## src/rtl/sd_host_status_pkg.sv

```systemverilog
package sd_host_status_pkg;

    localparam int DW    = 32;
    localparam int AW    = 8;
    localparam int STS_N = 11;
    localparam int CFG_N = 11;

    localparam logic [AW-1:0] OFS_STATUS = 8'h20;
    localparam logic [AW-1:0] OFS_DEBUG  = 8'h34;
    localparam logic [AW-1:0] OFS_CONFIG = 8'h38;
    localparam logic [AW-1:0] OFS_TOUT   = 8'h08;
    localparam logic [AW-1:0] OFS_CDIV   = 8'h0C;

    localparam logic [STS_N-1:0] STS_IMPL = 11'h7F9;
    localparam logic [STS_N-1:0] STS_IRQ  = 11'h700;
    localparam logic [CFG_N-1:0] CFG_IMPL = 11'h53F;
    localparam logic [DW-1:0]    DBG_RST  = 32'h0000_C60F;

    typedef enum logic [2:0] {
        SEL_NONE,
        SEL_STATUS,
        SEL_CONFIG,
        SEL_DEBUG,
        SEL_DROP
    } reg_sel_e;

    typedef struct packed {
        logic sts;
        logic cfg;
        logic dbg;
    } wr_hit_t;

    function automatic reg_sel_e decode_ofs(input logic [AW-1:0] a);
        case (a)
            OFS_STATUS:         return SEL_STATUS;
            OFS_CONFIG:         return SEL_CONFIG;
            OFS_DEBUG:          return SEL_DEBUG;
            OFS_TOUT, OFS_CDIV: return SEL_DROP;
            default:            return SEL_NONE;
        endcase
    endfunction

    function automatic logic [DW-1:0] dbg_filter(input logic [DW-1:0] v);
        logic [DW-1:0] r;
        r = v;
        if (v[3:0] == 4'hF) r[3:0] = 4'h0;
        return r;
    endfunction

endpackage

```

## src/rtl/sd_host_status_decode.sv

```systemverilog
module sd_host_status_decode
    import sd_host_status_pkg::*;
#(
    parameter int ADDR_W = AW
) (
    input  logic              bus_wr,
    input  logic [ADDR_W-1:0] bus_addr,
    output reg_sel_e          sel,
    output wr_hit_t           hit
);
    always_comb begin
        sel     = decode_ofs(bus_addr);
        hit.sts = bus_wr && (sel == SEL_STATUS);
        hit.cfg = bus_wr && (sel == SEL_CONFIG);
        hit.dbg = bus_wr && (sel == SEL_DEBUG);
    end
endmodule

```

## src/rtl/sd_host_status_flags.sv

```systemverilog
module sd_host_status_flags
    import sd_host_status_pkg::*;
#(
    parameter int               NBITS  = STS_N,
    parameter logic [NBITS-1:0] IMPL   = STS_IMPL,
    parameter logic [NBITS-1:0] IRQMSK = STS_IRQ
) (
    input  logic             clk,
    input  logic             rst,
    input  logic             clr_en,
    input  logic [NBITS-1:0] clr_val,
    input  logic [NBITS-1:0] set_val,
    output logic [NBITS-1:0] flags,
    output logic             irq
);
    for (genvar i = 0; i < NBITS; i++) begin : g_bit
        if (IMPL[i]) begin : g_impl
            logic q;
            always_ff @(posedge clk) begin
                if (rst)
                    q <= 1'b0;
                else if (set_val[i])
                    q <= 1'b1;
                else if (clr_en && clr_val[i])
                    q <= 1'b0;
            end
            assign flags[i] = q;
        end else begin : g_rsvd
            assign flags[i] = 1'b0;
        end
    end

    assign irq = |(flags & IRQMSK);
endmodule

```

## src/rtl/sd_host_status_ctrl.sv

```systemverilog
module sd_host_status_ctrl
    import sd_host_status_pkg::*;
#(
    parameter int                CFG_W  = CFG_N,
    parameter logic [CFG_W-1:0]  CMASK  = CFG_IMPL,
    parameter int                DATA_W = DW,
    parameter logic [DATA_W-1:0] DRST   = DBG_RST
) (
    input  logic              clk,
    input  logic              rst,
    input  wr_hit_t           hit,
    input  logic [DATA_W-1:0] wdata,
    output logic [CFG_W-1:0]  cfg_q,
    output logic [DATA_W-1:0] dbg_q
);
    always_ff @(posedge clk) begin
        if (rst) begin
            cfg_q <= '0;
            dbg_q <= DRST;
        end else begin
            if (hit.cfg) cfg_q <= wdata[CFG_W-1:0] & CMASK;
            if (hit.dbg) dbg_q <= dbg_filter(wdata);
        end
    end
endmodule

```

## src/rtl/sd_host_status_rdmux.sv

```systemverilog
module sd_host_status_rdmux
    import sd_host_status_pkg::*;
#(
    parameter int DATA_W = DW,
    parameter int STS_W  = STS_N,
    parameter int CFG_W  = CFG_N
) (
    input  reg_sel_e          sel,
    input  logic [STS_W-1:0]  sts,
    input  logic [CFG_W-1:0]  cfg,
    input  logic [DATA_W-1:0] dbg,
    output logic [DATA_W-1:0] rdata
);
    always_comb begin
        rdata = '0;
        case (sel)
            SEL_STATUS: rdata[STS_W-1:0] = sts;
            SEL_CONFIG: rdata[CFG_W-1:0] = cfg;
            SEL_DEBUG:  rdata = dbg;
            default:    rdata = '0;
        endcase
    end
endmodule

```

## src/rtl/sd_host_status.sv

```systemverilog
module sd_host_status
    import sd_host_status_pkg::*;
#(
    parameter int DATA_W = DW,
    parameter int ADDR_W = AW,
    parameter int STS_W  = STS_N,
    parameter int CFG_W  = CFG_N
) (
    input  logic              clk,
    input  logic              rst,
    input  logic              bus_wr,
    input  logic [ADDR_W-1:0] bus_addr,
    input  logic [DATA_W-1:0] bus_wdata,
    output logic [DATA_W-1:0] bus_rdata,
    input  logic [STS_W-1:0]  sts_set,
    output logic [CFG_W-1:0]  cfg_out,
    output logic [DATA_W-1:0] dbg_out,
    output logic              irq
);
    reg_sel_e         sel;
    wr_hit_t          hit;
    logic [STS_W-1:0] sts_q;

    sd_host_status_decode #(.ADDR_W(ADDR_W)) u_dec (
        .bus_wr   (bus_wr),
        .bus_addr (bus_addr),
        .sel      (sel),
        .hit      (hit)
    );

    sd_host_status_flags #(.NBITS(STS_W)) u_flags (
        .clk     (clk),
        .rst     (rst),
        .clr_en  (hit.sts),
        .clr_val (bus_wdata[STS_W-1:0]),
        .set_val (sts_set),
        .flags   (sts_q),
        .irq     (irq)
    );

    sd_host_status_ctrl #(.CFG_W(CFG_W), .DATA_W(DATA_W)) u_ctrl (
        .clk   (clk),
        .rst   (rst),
        .hit   (hit),
        .wdata (bus_wdata),
        .cfg_q (cfg_out),
        .dbg_q (dbg_out)
    );

    sd_host_status_rdmux #(.DATA_W(DATA_W), .STS_W(STS_W), .CFG_W(CFG_W)) u_rd (
        .sel   (sel),
        .sts   (sts_q),
        .cfg   (cfg_out),
        .dbg   (dbg_out),
        .rdata (bus_rdata)
    );
endmodule

```

## config.mk

```make
export PLATFORM = sky130hd
export DESIGN_NAME = sd_host_status
export DESIGN_NICKNAME = d
export VERILOG_FILES = /design/src/rtl/sd_host_status_pkg.sv /design/src/rtl/sd_host_status_decode.sv /design/src/rtl/sd_host_status_flags.sv /design/src/rtl/sd_host_status_ctrl.sv /design/src/rtl/sd_host_status_rdmux.sv /design/src/rtl/sd_host_status.sv
export SDC_FILE = /design/constraint.sdc
export NUM_CORES = 1
export LEC_CHECK = 0
export ABC_CLOCK_PERIOD_IN_PS = 2700
export BUFFER_PORTS_ARGS = -buffer_cell sky130_fd_sc_hd__buf_4
export CORE_MARGIN = 5
export CORE_UTILIZATION = 40
export DETAILED_ROUTE_END_ITERATION = 10
export GPL_TIMING_DRIVEN = 0
export PLACE_DENSITY = 0.76
export SLEW_MARGIN = 20
export SYNTH_ARGS = -nofsm -noshare
export SYNTH_HDL_FRONTEND = slang
export SYNTH_SLANG_ARGS = --single-unit
```

## constraint.sdc

```tcl
create_clock -name clk -period 2.7 [get_ports clk]
set_input_delay 0.135 -clock clk [delete_from_list [all_inputs] [get_ports clk]]
set_output_delay 0.135 -clock clk [all_outputs]
set_load 0.01 [all_outputs]
```

# ---- After elaboration in Yosys (flattened, before gate mapping)
# Index checks and enable logic that the tools add are counted.
dict set report totals {
  out_inout_bits 76
  register_bits 49
  wordCells 65
  inputBits 54
}
dict set report classes {
  reduce_logical 23
  eq_ne 9
  mux 22
}
# operator count
set ops {}
lappend ops {{11-bit one-hot mux with 3 select lines} 1}
lappend ops {{8-bit by 6-bit equality test with 1-bit output (second input constant)} 3}
lappend ops {{21-bit two-way mux} 1}
lappend ops {{1-bit two-way mux} 18}
lappend ops {{2-bit nonzero test} 9}
lappend ops {{8-bit by 4-bit equality test with 1-bit output (second input constant)} 2}
lappend ops {{1-bit logical AND} 12}
lappend ops {{3-bit one-hot mux with 4 select lines} 1}
lappend ops {{3-bit by 2-bit equality test with 1-bit output (second input constant)} 2}
lappend ops {{4-bit equality test (second input constant)} 1}
lappend ops {{4-bit two-way mux} 1}
lappend ops {{3-bit by 1-bit equality test with 1-bit output (second input constant)} 1}
lappend ops {{3-bit OR reduction} 1}
lappend ops {{2-bit OR reduction} 1}

# ---- Logic depth before layout (Yosys ltp)
# Gate-level depths: netlist (run 1).
dict set report depth {
  depth_word 8
  depth_mapped 6
  mapped_depth_nobuf 3
}

# ---- Cells and area by module
# From an unflattened synthesis (run 1), not the netlist that was laid out.
dict set report hier_totals {
  cells_unflattened 265
  area_unflattened_um2 2553.7
}
# module area_each_um2 n_inst cells_per_inst
set modules_own_cells {}
lappend modules_own_cells {sd_host_status_ctrl 1507.7 1 137}
lappend modules_own_cells {sd_host_status_flags 498.0 1 51}
lappend modules_own_cells {sd_host_status_rdmux 449.2 1 63}
lappend modules_own_cells {sd_host_status_decode 98.8 1 14}

# ---- Worst setup path after synthesis (run 1)
# No wires, ideal clock.
dict set report synth_path {
  path_kind {input -> output}
  from {input bus_addr[3]}
  to {output bus_rdata[11]}
  n_path_buf 2
  slack_ns 1.214
  stages 5
  t_required_ns 2.565
  arrival_time_ns 1.351
  path_cell_list {or4b_4 -> nor2_1 -> buf_4 -> clkbuf_1 -> and2_1}
}
dict set report synth_between {
  elab_chain_len 5
  elab_cells_between_ends 9
}
# item line
set synth_rtl {}
lappend synth_rtl {{from (decl)} sd_host_status.sv:12} ;# input logic [ADDR_W-1:0] bus_addr,
lappend synth_rtl {{8-bit by 4-bit equality test with 1-bit output} sd_host_status_pkg.sv:34} ;# case (a)
lappend synth_rtl {{2-bit OR reduction} sd_host_status_pkg.sv:34}
lappend synth_rtl {{3-bit one-hot mux with 4 select lines (*)} sd_host_status_pkg.sv:34}
lappend synth_rtl {{3-bit by 2-bit equality test with 1-bit output (*)} sd_host_status_rdmux.sv:16} ;# case (sel)
lappend synth_rtl {{21-bit two-way mux (*)} sd_host_status_rdmux.sv:16}
lappend synth_rtl {{to (decl)} sd_host_status.sv:14} ;# output logic [DATA_W-1:0] bus_rdata,
# Every way passes the cells marked *; elsewhere a longest branch is shown, timed or not.

# ---- Final worst setup path (run 1)
dict set report layout_path {
  from {input bus_addr[2]}
  to {output bus_rdata[10]}
}
dict set report layout_between {
  elab_chain_len 5
  elab_cells_between_ends 11
}
# item line
set layout_rtl {}
lappend layout_rtl {{8-bit by 4-bit equality test with 1-bit output} sd_host_status_pkg.sv:34}
lappend layout_rtl {{2-bit OR reduction} sd_host_status_pkg.sv:34}
lappend layout_rtl {{3-bit one-hot mux with 4 select lines (*)} sd_host_status_pkg.sv:34}
lappend layout_rtl {{3-bit by 2-bit equality test with 1-bit output or 3-bit by 1-bit equality test with 1-bit output (tied branches)} sd_host_status_rdmux.sv:16}
lappend layout_rtl {{11-bit one-hot mux with 3 select lines (*)} sd_host_status_rdmux.sv:16}
# Marks and branches as above.

==> results.toml, run 1 <==
[timing]
clock_skew_ns = 0
finalHoldWorstSlack_ns = 0.0976
fin_crit_sh = 0.790
max_freq_mhz = 469
setup_viol = 0
layout_min_cycle_time_ns = 2.13
hold_violations = 0
max-slew-margin-rel = 0.444
grt_setup_unrepaired = "no"
final_max_slew_viol_count = 0
worst_pin_slew_ns = 0.831
setup_tns_ns = 0

[power]
p_comb_frac = 0.121
peakVddDrop_v = 0.000278
p_leak_nw = 1.62
sw_frac_of_total = 0.241
p_int_w = 0.00100
clkPwrFrac = 0.318
p_sw_w = 0.000318
power_w = 0.00132
p_per_area_nw_per_um2 = 362
power_frac_seq = 0.560

[route]
wirelength_microns = 7720
dr_wl_met3_microns = 533
drt_iter0_drc = 73
first_pass_iters = 4
top_layer_used = "met4"
routed-via-count = 2524
wl_per_cell_microns = 15.8
wl_met1_microns = 3240
wl_met2_microns = 3900
drc = 0
viasPerCell = 5.16
final_antenna_net_count = 0

[floorplan]
die_w_microns = 89.7
core-area_sq_um = 6280
dieArea_sq_um = 8040
fp-row-count = 29
ios = 130
die_h_microns = 89.7
initial_utilization = 0.405

[critical_path]
reg2reg_depth = 1
path_max_fanout = 10
crit_required_ns = 2.57
cp-start-kind = "input port"
r2r_slack_ns = 1.90
critPathKind = "input port to primary output"
r2r-end = "u_ctrl.dbg_q[3]"
worst_setup_path_end_kind = "primary output"
worst_r2r_startpoint = "u_ctrl.dbg_q[3]"
arrival_ns = 2.00

[synth]
synthFlopType = "dfxtp_1"
synthTopCellsByCount = "51 x nand2b_1, 49 x dfxtp_1, 31 x mux2i_1"
yosys-top-cells-area = "dfxtp_1 39%, nand2b_1 13%, mux2i_1 12%"
ys.warnings.count = 0
synth_most_common_cell = "nand2b_1"
avgSynthCellArea_sq_um = 9.07
netlist.area_leader.share = 0.386
synth_cells = 280
yosysTopAreaCell = "dfxtp_1"
ys_types = 34
synthArstFlopShare = 0
syn-cell-area_sq_um = 2540
yosys_register_bits = 49
synth-seq-area-share = 0.386
synth_enable_flop_cells = 0

[global_route]
grt_use_total = 0.190
grt_max_degree = 15
overflow = 0
grt_pass1_vias = 2466
antenna_found_initial = 0
grt_pass1_wl_microns = 12000

[clock_tree]
worstSkewPairLatency_ns = 0.29
h-tree-depth = 2
postCtsSetupBuffers = 0
clk_pin_slew_ns = 0.09
cts.path.max_buffers = 2
cts_resized = 0
hold_buffers = 0
cts_num_sinks = 49
cts_tree = "yes"
cts_buffers = 5
cts_root_buffer = "clkbuf_8"

[outcome]
status = "complete, no violations"

[min_path]
hold_start = "bus_wdata[15]"
whs_endpoint = "u_ctrl.dbg_q[15]"
hp-class = "input port to flip-flop"
holdPathStages = 3

[cells_and_area]
final_cells = 489
stdcell_area_sq_um = 3640
num_antenna_cells = 0
nNetsFinal = 465
register_area_sq_um = 981
fillers = 613
multi_input_area_sq_um = 1420
synthToLayoutAreaGrowth_pct = 43.4
drive_above_1_share = 0.347

[placed_design]
io_buffers = 122
dpl_cell_area_sq_um = 3560
placedCellCount = 481
gp_congestion = 0.904
hpwl_microns = 6060

[run]
cap_violations = 0
## cell type report
type	count	share of cell area
clock buffers	6	0.0199
well taps	77	0.0265
multi-input cells	201	0.389
inverters	7	0.00721
clock inverters	2	0.00275
flip-flops and latches	49	0.269
repair buffers	122	0.251
plain buffers	25	0.0337
## sequential cells by signal (all words and copies together), names as in the netlist
signal	flops
u_flags.g_bit.g_impl.q	9
u_ctrl.cfg_q	8
u_ctrl.dbg_q	32
## placed cells by master (no fill, tap or decap), drive strengths merged
cell type	instances
a211o	3
a21oi	5
a221o	7
a22o	5
a311oi	9
a31oi	3
and2	22
and3	6
and4	1
and4b	1
buf	131
clkbuf	22
clkinv	2
conb	3
dfxtp	49
inv	7
mux2i	31
nand2b	51
nand3	1
nand4	5
nand4bb	1
nor2	22
nor2b	8
nor3	3
nor3b	1
nor4b	2
nor4bb	1
o31a	1
o31ai	5
or3	2
or4b	2
## logic make-up after synthesis
logic type | share of synthesized area
AO/OA/AOI/OAI | 0.122
other | 0.00148
multiplexers | 0.122
flip-flops | 0.386
buffers and inverters | 0.0586
AND/OR/NAND/NOR | 0.309
## per-layer routing
metal / up-vias / track usage
li1: 1226 / -
met1: 1200 / 0.243
met4: 0 / 0.0298
met5: - / 0
met2: 92 / 0.334
met3: 6 / 0.0429
## worst max-delay path, stage by stage
cell	delay, ns
buf_4	0.12
nor2_1	0.64
and4b_2	0.32
clkbuf_1	0.39
a221o_1	0.26
buf_4	0.13
## per-stage QoR
stage | setup WS (ns) | utilization
6_report | 0.568 | 0.580
5_1_grt | 0.473 | 0.580
4_1_cts | 0.592 | 0.580
3_5_place_dp | 0.595 | 0.567
3_3_place_gp | 0.589 | 0.567
2_1_floorplan | 1.21 | -
## power by group through the flow
stage          Sequential (W)  Clock [W]  Combinational [W]
2_1_floorplan        0.000754          0          0.0000721
3_3_place_gp         0.000756          0           0.000155
4_1_cts              0.000739   0.000430           0.000160
3_5_place_dp         0.000756          0           0.000159
6_report             0.000739   0.000420           0.000160
5_1_grt              0.000740   0.000456           0.000176
## worst max-delay path by stage
stage / startpoint / endpoint / slack (ns)
2_1_floorplan: bus_addr[3] / bus_rdata[11] / 1.21
3_3_place_gp: bus_addr[2] / bus_rdata[10] / 0.59
3_5_place_dp: bus_addr[2] / bus_rdata[10] / 0.59
4_1_cts: bus_addr[2] / bus_rdata[10] / 0.59
5_1_grt: bus_addr[2] / bus_rdata[10] / 0.47
6_report: bus_addr[2] / bus_rdata[10] / 0.57
(Power assumes the default switching activity.)
==> run 2, diff against run 1 <==
--- a/config.mk
+++ b/config.mk
@@ -5,13 +5,13 @@
 export SDC_FILE = /design/constraint.sdc
 export NUM_CORES = 1
 export LEC_CHECK = 0
-export ABC_CLOCK_PERIOD_IN_PS = 2700
+export ABC_CLOCK_PERIOD_IN_PS = 1800
 export BUFFER_PORTS_ARGS = -buffer_cell sky130_fd_sc_hd__buf_4
 export CORE_MARGIN = 5
 export CORE_UTILIZATION = 40
 export DETAILED_ROUTE_END_ITERATION = 10
 export GPL_TIMING_DRIVEN = 0
-export PLACE_DENSITY = 0.76
+export PLACE_DENSITY = 0.79
 export SLEW_MARGIN = 20
 export SYNTH_ARGS = -nofsm -noshare
 export SYNTH_HDL_FRONTEND = slang
==> constraint.sdc (replaced) <==
create_clock -name clk -period 1.8 [get_ports clk]
set_input_delay 0.09 -clock clk [delete_from_list [all_inputs] [get_ports clk]]
set_output_delay 0.09 -clock clk [all_outputs]
set_load 0.01 [all_outputs]
==> results.toml, run 2 (same netlist as run 1, synthesis figures left out) <==
[clock_tree]
cts_num_sinks = 49
cts_buffers = 5
worstSkewPairLatency_ns = 0.30
h-tree-depth = 2
hold_buffers = 0
cts_root_buffer = "clkbuf_8"
cts_tree = "yes"
clk_pin_slew_ns = 0.09
cts.path.max_buffers = 2

[cells_and_area]
final_cells = 488
drive_above_1_share = 0.358
final_core_util = 0.584
mostFrequentLayoutCell = "buf_4"
reg_top3 = "u_ctrl.dbg_q x32, u_flags.g_bit.g_impl.q x9, u_ctrl.cfg_q x8"
num_antenna_cells = 0
final_cell_mix = "130 x buf_4, 51 x nand2b_1, 49 x dfxtp_1"
nNetsFinal = 464
synthToLayoutAreaGrowth_pct = 44.3
top_register = "u_ctrl.dbg_q"
largest_reg_flops = 32

[route]
wl_per_cell_microns = 16.5
first_pass_iters = 4
viasPerCell = 5.25
routed-via-count = 2562
final_antenna_net_count = 0
drc = 0
drt_iter0_drc = 100
wirelength_microns = 8050

[global_route]
overflow = 0
grt_max_degree = 15
grt_use_total = 0.197
antenna_found_initial = 0
grt_pass1_wl_microns = 12300
grt_pass1_vias = 2569

[placed_design]
gp_congestion = 0.822
io_buffers = 122
hpwl_microns = 6210
placedCellCount = 481
dpl_worst_slack_ns = -0.288

[critical_path]
critPathKind = "input port to primary output"
crit_required_ns = 1.71
cpMostUsedCell = "buf_4"
crit_slowest_cell = "or4b_4"
cp_cell_sequence = "buf_4, or4b_4, nor2_2, buf_4, buf_4, and2_1, buf_4"
worst_r2r_startpoint = "u_ctrl.dbg_q[3]"
crit_start = "bus_addr[3]"
slowest_delay_ns = 0.58
path_max_fanout = 10
reg2reg_depth = 1
arrival_ns = 1.60
critPathCapture = "bus_rdata[29]"
r2r-end = "u_ctrl.dbg_q[3]"
r2r_slack_ns = 1.01
worst_setup_path_end_kind = "primary output"
cp-start-kind = "input port"

[min_path]
hp-class = "input port to flip-flop"

[timing]
max-slew-margin-rel = 0.643
max_freq_mhz = 591
grt_setup_unrepaired = "no"
fin_crit_sh = 0.941
layout_min_cycle_time_ns = 1.69
hold_violations = 0
final_max_slew_viol_count = 0
clock_skew_ns = 0
finalWorstSetupSlack_ns = 0.107
setup_viol = 0
worst_pin_slew_ns = 0.536

[power]
p_per_area_nw_per_um2 = 565
p_leak_nw = 1.63
peakVddDrop_v = 0.000474

[outcome]
status = "complete, no violations"

[floorplan]
ios = 130
die_h_microns = 89.7
die_w_microns = 89.7
dieArea_sq_um = 8040
initial_utilization = 0.405
fp-row-count = 29
core-area_sq_um = 6280

[run]
cap_violations = 0
==> run 2: final cells by class <==
cell class / count / area, sq um
well taps: 77 / 96.3
plain buffers: 24 / 123
inverters: 7 / 26.3
repair buffers: 122 / 916
clock inverters: 1 / 5.00
flip-flops and latches: 49 / 981
clock buffers: 7 / 96.3
fillers: 599 / 2610
multi-input cells: 201 / 1420
==> run 2: repair_timing <==
action / 4_1_cts / 5_1_grt
setup endpoints to repair: 19 / 18
pin swaps: 0 / 0
gates resized for setup: 3 / 2
buffers inserted: 0 / 0
==> run 2: metal layers <==
metal | global-route usage | vias up | wire length [microns]
met3 | 0.0338 | 11 | 555
li1 | - | 1229 | -
met1 | 0.242 | 1228 | 3210
met5 | 0 | - | 0
met4 | 0.0609 | 0 | 143
met2 | 0.350 | 94 | 4150
==> run 2: worst min path at each step <==
| stage | slack (ns) | to | cells past startpoint | start |
|---|---|---|---|---|
| final | 0.05 | u_ctrl.dbg_q[23] | 3 | bus_wdata[23] |
| after global routing | 0.05 | u_ctrl.dbg_q[25] | 3 | bus_wdata[25] |
| after CTS | 0.04 | u_ctrl.dbg_q[23] | 3 | bus_wdata[23] |
| after detailed placement | 0.36 | u_ctrl.dbg_q[14] | 3 | bus_wdata[14] |
| after global placement | 0.35 | u_ctrl.dbg_q[14] | 3 | bus_wdata[14] |
| after floorplan | 0.24 | u_ctrl.cfg_q[0] | 2 | bus_wdata[0] |
==> run 2: stage by stage <==
stage	cell area (sq um)	hold slack (ns)	power, W	TNS, ns
floorplan	2550	0.240	0.00124	0
global placement	3560	0.346	0.00137	-4.17
detailed placement	3560	0.359	0.00137	-4.38
CTS	3660	0.0404	0.00208	0
global route	3670	0.0506	0.00215	0
finish	3670	0.0503	0.00207	0
==> run 2: power breakdown <==
part	internal [W]	leakage, nW	total (W)	switching, W
registers	0.00110	0.398	0.00111	0.00000963
logic	0.000133	1.18	0.000243	0.000110
clock network	0.000348	0.0542	0.000720	0.000372
==> run 2: worst max-delay path: cells and delay by family <==
family	cells	cell delay, ns
AND/OR/NAND/NOR	3	0.86
buffers and inverters	4	0.64
==> run 3, diff against run 2 <==
--- a/config.mk
+++ b/config.mk
@@ -7,11 +7,12 @@
 export LEC_CHECK = 0
 export ABC_CLOCK_PERIOD_IN_PS = 1800
 export BUFFER_PORTS_ARGS = -buffer_cell sky130_fd_sc_hd__buf_4
-export CORE_MARGIN = 5
+export CORE_MARGIN = 8
 export CORE_UTILIZATION = 40
 export DETAILED_ROUTE_END_ITERATION = 10
 export GPL_TIMING_DRIVEN = 0
 export PLACE_DENSITY = 0.79
+export REMOVE_ABC_BUFFERS = 1
 export SLEW_MARGIN = 20
 export SYNTH_ARGS = -nofsm -noshare
 export SYNTH_HDL_FRONTEND = slang
==> results.toml, run 3 (same netlist as run 1, synthesis figures left out) <==
[outcome]
status = "complete, no violations"

[route]
wl_per_cell_microns = 16.3
drt_iter0_drc = 98
drc = 0
wirelength_microns = 7680
routed-via-count = 2445
viasPerCell = 5.18
first_pass_iters = 4
final_antenna_net_count = 0

[timing]
clock_skew_ns = 0
max-slew-margin-rel = 0.594
grt_setup_unrepaired = "no"
fin_crit_sh = 0.880
finalHoldWorstSlack_ns = 0.0536
hold_violations = 0
layout_min_cycle_time_ns = 1.58
worst_pin_slew_ns = 0.609
setup_tns_ns = 0
max_freq_mhz = 631
final_max_slew_viol_count = 0
setup_viol = 0

[global_route]
overflow = 0
grt-busiest-layer = "met2"
grt_pass1_wl_microns = 11700
grt_use_total = 0.159
antenna_found_initial = 0
met2_usage = 0.288
grt_max_degree = 78
grt_pass1_vias = 2405
use_met3 = 0.0449
use_met1 = 0.180

[placed_design]
io_buffers = 124
placedCellCount = 462
dpl_cell_area_sq_um = 3510
gp_congestion = 0.813
hpwl_microns = 5770

[clock_tree]
cts_num_sinks = 49
cts_root_buffer = "clkbuf_8"
cts_buffers = 5
clk_pin_slew_ns = 0.08
cts.path.max_buffers = 2
cts_tree = "yes"
hold_buffers = 0
h-tree-depth = 2
worstSkewPairLatency_ns = 0.29

[cells_and_area]
top_register = "u_ctrl.dbg_q"
drive_above_1_share = 0.370
nNetsFinal = 448
num_antenna_cells = 0
stdcell_area_sq_um = 3620
reg_top3 = "u_ctrl.dbg_q x32, u_flags.g_bit.g_impl.q x9, u_ctrl.cfg_q x8"
synthToLayoutAreaGrowth_pct = 42.5
mostFrequentLayoutCell = "buf_4"
fillers = 598
largest_reg_flops = 32
final_cells = 472
final_cell_mix = "127 x buf_4, 51 x nand2b_1, 49 x dfxtp_1"

[power]
p_per_area_nw_per_um2 = 543
peakVddDrop_v = 0.000322
power_w = 0.00196
p_leak_nw = 1.60

[run]
cap_violations = 0

[critical_path]
crit_slowest_cell = "or4b_4"
cp-start-kind = "input port"
worst-path-buf-inv = 3
cp_cell_sequence = "buf_4, or4b_4, nor2_4, buf_4, a221o_1, buf_4"
slowest_delay_ns = 0.59
crit_required_ns = 1.71
worst_setup_path_end_kind = "primary output"
critPathTopFamily = "simple AND/OR/NAND/NOR gates"
arrival_ns = 1.49
path_max_fanout = 13
critPathKind = "input port to primary output"
cpMostUsedCell = "buf_4"

[floorplan]
dieArea_sq_um = 9160
ios = 130
die_w_microns = 95.7
die_h_microns = 95.7
core-area_sq_um = 6240
fp-row-count = 29
initial_utilization = 0.407

[min_path]
hp-class = "input port to flip-flop"
-- run 3: per-stage QoR --
| step | setup slack, ns | utilization |
|---|---|---|
| after CTS | 0.104 | 0.579 |
| after floorplan | -0.126 | - |
| after global routing | 0.152 | 0.580 |
| after detailed placement | -0.269 | 0.563 |
| final | 0.216 | 0.580 |
| after global placement | -0.948 | 0.553 |
-- run 3: path summary, 6_finish.rpt --
kind | from | end | slack, ns | depth (start not counted)
max | bus_addr[3] | bus_rdata[8] | 0.22 | 6
min | bus_wdata[14] | u_ctrl.dbg_q[14] | 0.05 | 3
max reg2reg | u_ctrl.dbg_q[3] | u_ctrl.dbg_q[3] | 1.02 | 1
min reg2reg | u_ctrl.dbg_q[18] | u_ctrl.dbg_q[18] | 0.49 | 2
-- run 3: worst min-delay path, stage by stage --
cell	delay, ns
buf_4	0.08
nor2_1	0.03
mux2i_1	0.11
-- run 3: area by class of cell --
cell class,instances,area [sq um],share of cell area
flip-flops and latches,49,981,0.271
repair buffers,130,990,0.273
inverters,7,26.3,0.00726
multi-input cells,201,1450,0.400
clock buffers,8,80.1,0.0221
well taps,77,96.3,0.0266
-- run 3: timing repair --
item,4_1_cts,5_1_grt
setup buffers,2,0
pin swaps,1,0
endpoints found under the setup margin,29,1
gates resized for setup,2,1
-- run 3: where the power goes --
part	internal, W	total, W	switching, W
clock	0.000277	0.000623	0.000346
combinational	0.000130	0.000233	0.000104
sequential	0.00110	0.00111	0.00000934
-- run 3: per-layer routing --
metal,wire [microns],up-vias
li1,-,1199
met1,3160,1142
met2,3900,98
met3,569,6
met4,50,0
met5,0,-
